### src/rtl/glide_pkg.sv
package glide_pkg;
    typedef enum logic [1:0] {
        DIR_HOLD = 2'd0,
        DIR_UP   = 2'd1,
        DIR_DOWN = 2'd2
    } glide_dir_e;
endpackage

### src/rtl/glide_cmp.sv
module glide_cmp
    import glide_pkg::*;
#(
    parameter int DW = 18
) (
    input  logic [DW-1:0] target_i,
    input  logic [DW-1:0] current_i,
    output glide_dir_e    dir_o
);
    always_comb begin
        if (target_i > current_i) begin
            dir_o = DIR_UP;
        end else if (target_i < current_i) begin
            dir_o = DIR_DOWN;
        end else begin
            dir_o = DIR_HOLD;
        end
    end
endmodule

### src/rtl/glide_step.sv
module glide_step
    import glide_pkg::*;
#(
    parameter int DW      = 18,
    parameter int UP_STEP = 4,
    parameter int DN_STEP = 2
) (
    input  glide_dir_e    dir_i,
    input  logic [DW-1:0] current_i,
    output logic [DW-1:0] next_o
);
    localparam logic [DW-1:0] UP_V = DW'(UP_STEP);
    localparam logic [DW-1:0] DN_V = DW'(DN_STEP);

    always_comb begin
        unique case (dir_i)
            DIR_UP:   next_o = current_i + UP_V;
            DIR_DOWN: next_o = current_i - DN_V;
            default:  next_o = current_i;
        endcase
    end
endmodule

### src/rtl/delay_glide_tracker.sv
module delay_glide_tracker
    import glide_pkg::*;
#(
    parameter int          DW        = 18,
    parameter int          UP_STEP   = 4,
    parameter int          DN_STEP   = 2,
    parameter logic [17:0] INIT_DLY  = 18'h00100
) (
    input  logic          clk,
    input  logic          rst_n,
    input  logic          frame_i,
    input  logic [DW-1:0] target_i,
    output logic [DW-1:0] delay_o
);
    localparam logic [DW-1:0] INIT_V = DW'(INIT_DLY);

    typedef struct packed {
        logic [DW-1:0] delay;
    } glide_state_t;

    glide_state_t  st_d, st_q;
    glide_dir_e    dir;
    logic [DW-1:0] stepped;

    glide_cmp #(.DW(DW)) u_cmp (
        .target_i  (target_i),
        .current_i (st_q.delay),
        .dir_o     (dir)
    );

    glide_step #(.DW(DW), .UP_STEP(UP_STEP), .DN_STEP(DN_STEP)) u_step (
        .dir_i     (dir),
        .current_i (st_q.delay),
        .next_o    (stepped)
    );

    always_comb begin
        st_d = st_q;
        if (frame_i) begin
            st_d.delay = stepped;
        end
    end

    always_ff @(posedge clk) begin
        if (!rst_n) begin
            st_q.delay <= INIT_V;
        end else begin
            st_q <= st_d;
        end
    end

    assign delay_o = st_q.delay;
endmodule

### config.mk
export PLATFORM = sky130hd
export DESIGN_NAME = delay_glide_tracker
export DESIGN_NICKNAME = d
export VERILOG_FILES = /design/src/rtl/glide_pkg.sv /design/src/rtl/glide_cmp.sv /design/src/rtl/glide_step.sv /design/src/rtl/delay_glide_tracker.sv
export SDC_FILE = /design/constraint.sdc
export NUM_CORES = 1
export LEC_CHECK = 0
export ABC_AREA = 1
export BUFFER_PORTS_ARGS = -buffer_cell sky130_fd_sc_hd__buf_2
export CORE_ASPECT_RATIO = 1.4
export CORE_MARGIN = 1
export CORE_UTILIZATION = 52
export DETAILED_ROUTE_END_ITERATION = 7
export PLACE_DENSITY = 0.77
export SYNTH_ARGS = -nofsm -noshare
export SYNTH_HDL_FRONTEND = slang
export SYNTH_HIERARCHICAL = 1
export SYNTH_SLANG_ARGS = --single-unit
### constraint.sdc
create_clock -name clk -period 2.6 [get_ports clk]
set_input_delay 0.52 -clock clk [delete_from_list [all_inputs] [get_ports clk]]
set_output_delay 0.52 -clock clk [all_outputs]
set_load 0.05 [all_outputs]
# Word level (Yosys, flattened, before mapping)
# Index checks and enable logic that the tools add are counted.
# W data, S select, Z words.
# word_totals
regBits	18
out_inout_bits	18
wordCells	12
# classes
n_addsub	2
n_lt_le_gt_ge	2
n_eq_ne	2
muxes	3
reduce_logical	2
# op_table
operator	n
$pmux W18 S2	1
$add A18 B3 Y18 const B	1
$gt A18 B18 Y1	1
$lt A18 B18 Y1	1
$sub A18 B2 Y18 const B	1
$mux W2	2
$eq A2 B1 Y1 const B	1
$eq A2 B2 Y1 const B	1
$reduce_and A2 Y1	1
$reduce_bool A2 Y1	1

# Logic depth before layout (Yosys ltp)
# logic_depth
depth_word	6
depth_mapped	25
mapped_depth_nobuf	25

# Cells and area by module
# The synthesis kept the hierarchy.
# by_module_without_submodules
mod	n_inst	cells_each	area_per_inst_um2	seq_area_each_um2
glide_step	1	242	1134.8	0.0
delay_glide_tracker	1	113	762.0	360.3
glide_cmp	1	92	534.3	0.0

# Least setup slack after synthesis
# Ideal clock, no wire load.
# synth_timing
kind	flip-flop to flip-flop
startpoint	register st_q (netlist bit delay_o[5])
endpoint	register st_q (netlist bit delay_o[11])
setup_time_ns	0.116
arrival_time_ns	2.919
path_slack_ns	-0.436
path_stages_with_launch	21
n_path_buf	2
path_cell_list	dfxtp_1 inv_1 ha_1 nand2_1 nor2_1 nand3_1 nor2_2 nor2_1 a21oi_2 inv_1 ha_1 buf_2 inv_1 buf_2 nand4_1 o21ai_0 inv_1 inv_1 nand2_1 nand2_1 nor2_1
# synth_via
elab_cells_between_ends	11
# synth_lines
item	line_no	text
start: declaration	delay_glide_tracker.sv:21	glide_state_t st_d, st_q;
start signal: assignment	delay_glide_tracker.sv:48	st_q <= st_d;
$gt A18 B18 Y1 (*)	glide_cmp.sv:11	if (target_i > current_i) begin
$mux W2 (*)	glide_cmp.sv:11	
via dir[0]	delay_glide_tracker.sv:22	glide_dir_e dir;
$eq A2 B2 Y1 / $eq A2 B1 Y1 (equally long branches)	glide_step.sv:16	unique case (dir_i)
$pmux W18 S2 (*)	glide_step.sv:16	
via stepped[11]	delay_glide_tracker.sv:23	logic [DW-1:0] stepped;
# The timed path passes the listed nets; every way through them passes the cells marked *.
# A chain may end at the register's enable or synchronous reset.

# Worst setup path after layout
# layout_timing
startpoint	register st_q (netlist bit delay_o[8])
endpoint	register st_q (netlist bit delay_o[4])
# Same word-level chain as after synthesis.

==> out/metrics.yaml <==
run_status:
  status: "complete, but fails checks"
  failed_checks: "negative setup slack"
sta:
  finalCritPeriodShare_pct: 101
  hold_violations: 0
  rsz0062_at_grt: "true"
  post-route-min-period_ns: 2.63
  worst_slew_pin_slew_ns: 0.617
  fin_tns_setup_ns: -0.0254
  setup_ws_ns: -0.0254
  timing.hold.ws_ns: 0.529
  relSlewSlack_pct: 58.9
  finalSetupViolations: 1
  finalClockSkew_ns: 0.0130
  clock.fmax_ghz: 0.381
  maxSlewViolCount: 0
synthesis:
  synth_top_area_cell: "nand2_1"
  yosysWarningCount: 6
  synth_cells: 447
  synth_top_family_by_area: "simple AND/OR/NAND/NOR gates"
  ys_types: 34
  ys_ff_latch: 18
  yosys.area.top_type_share_pct: 23.0
  ys_top_cells_by_area: "nand2_1 (23%), dfxtp_1 (15%), nor2_1 (13%)"
  netlist_area_sq_um: 2430
  syn-num-nets: 492
  synth-xor-area-share_pct: 0
  syn_area_per_cell_sq_um: 5.44
  yosys.area_share.simple_pct: 47.8
  synthMuxAreaShare_pct: 0
  synth_compound_area_share_pct: 8.80
  synthAdderAreaFrac_pct: 12.4
  synth_seq_area_share_pct: 14.8
floorplanning:
  coreArea_sq_um: 4500
  die_w_microns: 59.8
  fp.dieArea_sq_um: 4960
  start_util_pct: 54.0
  num_rows: 29
  ios: 39
  die_h_microns: 82.9
worst_setup_path:
  crit_slowest_cell: "dfxtp_4"
  setup.worst_path.end_class: "register"
  cp_num_buf_inv: 4
  crit_fanout: 5
  r2r_cells: 18
  cpMostUsedCell: "nor2_4"
  max_stage_delay_ns: 0.34
  startpoint_type: "register"
  path_cells: "inv_1 -> ha_4 -> nand2_4 -> nor2_4 -> nand3_2 -> nor2_4 -> nor2_4 -> a21oi_2 -> inv_2 -> ha_4 -> nor2_4 -> buf_6 -> a221oi_2 -> a21oi_1 -> inv_1 -> nand2_1 -> nand2_1 -> nor2_1"
  crit_required_ns: 2.75
  crit_cells: 18
  critical_path.top_delay_family: "simple AND/OR/NAND/NOR gates"
  critical_path_class: "register to register"
  arrival_ns: 2.77
grt:
  antenna_found_initial: 0
  groute.usage.overall_pct: 28.9
  grt_max_degree: 37
  grt_pass1_wl_microns: 11300
  grt_pass1_vias: 2708
  grt-ovfl-total: 0
finish:
  regArea_sq_um: 422
  antennaDiodeCount: 0
  area_delta_synth_final_pct: 37.8
  nNetsFinal: 555
  drive_gt1_share_pct: 34.4
  largest_register_ffs: 18
  fillCellCount: 362
  design_area_sq_um: 3350
  multi_input_area_sq_um: 2050
  final_cells: 571
hold_path:
  holdCritPathClass: "register to register"
  hold_path_depth: 2
clocking:
  cts_tree: "built"
  clockBufferDepth: 2
  insertion_delay_ns: 0.26
  htree_levels: 1
  clkTransAtPathRegs_ns: 0.07
  numCtsBuffers: 3
  clk_root_buffer_cell: "clkbuf_8"
  cts_sinks: 18
placed_design:
  dpl.hpwl_microns: 5130
  gp_congestion: 0.905
  dp_cells: 564
  placed_area_sq_um: 2880
  port_buffers: 38
power_and_ir_drop:
  irDropWorstVdd_mv: 0.220
  p_leak_nw: 1.68
  p_total_mw: 1.44
  p_per_area_nw_per_um2: 431
route:
  post_drt_wl_per_cell_microns: 13.9
  wl_microns: 7950
  dr.pass1.iters: 5
  route.detailed.drc: 0
  vias: 3104
  drtIter0Drc: 189
  ant_nets: 0
  vias_per_cell: 5.44
flow_run:
  maxCapViolCount: 0
## path summary, 6_finish.rpt
path,start,end,slack (ns)
worst max-delay path,delay_o[8],delay_o[4],-0.03
worst min-delay path,delay_o[0],delay_o[0],0.53
worst max register to register,delay_o[8],delay_o[4],-0.03
worst min register to register,delay_o[0],delay_o[0],0.53
## layout by cell type, fill, tap and decap left out, drive strengths merged
cell type	count
a21oi	10
a221oi	2
nand3	30
nand4	6
o2111ai	1
o221ai	1
o22ai	3
a31oi	1
a22oi	1
inv	76
nor2	90
a21o	2
clkbuf	4
ha	24
nand2	152
o211ai	3
dfxtp	18
nor3	4
o21bai	2
o21ai	7
buf	72
## tightest hold or removal path: stages (launching register included)
cell and delay, ns:
dfxtp_1 0.34, nor2_1 0.10, nor2_1 0.05
## layout make-up
type | count | share of cell area [%]
Clock buffer | 4 | 1.34
Inverter | 76 | 8.89
Multi-Input combinational cell | 339 | 61.2
Sequential cell | 18 | 12.6
Tap cell | 62 | 2.32
Timing Repair Buffer | 72 | 13.6
## cell usage after synthesis
library cell,count
o2111ai_1,1
nand4_1,6
a31oi_1,1
nand3_2,1
o21bai_2,1
buf_2,4
inv_2,3
dfxtp_1,18
inv_1,73
o221ai_1,1
clkbuf_1,1
nor2_2,7
o21ai_1,2
o211ai_1,3
o21bai_1,1
ha_1,24
a21o_2,1
nand3_1,29
nor2_1,81
a21o_1,1
a21oi_2,1
nand2_2,3
a22oi_1,1
nor2_4,2
o22ai_1,3
a221oi_1,2
buf_1,1
buf_4,3
a21oi_1,9
o21ai_0,5
buf_6,4
nand2_1,149
nor3_1,4
buf_8,1
## routing by layer
metal  share of wire [%]  wire [microns]  vias up  track usage, %
li1                    -               -     1512               -
met1                  41            3250     1399            34.4
met2                  49            3900      160            50.1
met3                 6.6             521       33            2.65
met4                 3.5             282        0            13.1
met5                   0               0        -               0
## stage by stage
stage | setup WS [ns] | util (%)
floorplan | 0.0168 | -
global placement | -0.276 | 64.1
detailed placement | -0.372 | 64.1
CTS | 0.0125 | 65.5
global route | -0.141 | 74.5
finish | -0.0254 | 74.5
## kinds of logic after synthesis
group	after synthesis
DFF	18
adders and majority gates	24
buffers and inverters	90
and+or+nand+nor	282
AOI/OAI and AO/OA	33
## what timing repair did
item	in CTS	in global routing
buffers inserted	0	3
resized for setup	3	85
hold buffers	0	0
setup endpoints to repair	15	17
pin swaps	0	29
## report_power, final
group          leakage, nW  switching, mW  internal (mW)
combinational         1.49          0.575          0.346
clock               0.0228          0.102          0.109
sequential           0.159         0.0169          0.296
total                 1.68          0.694          0.751
No activity file was read; power rests on OpenSTA's default activity.
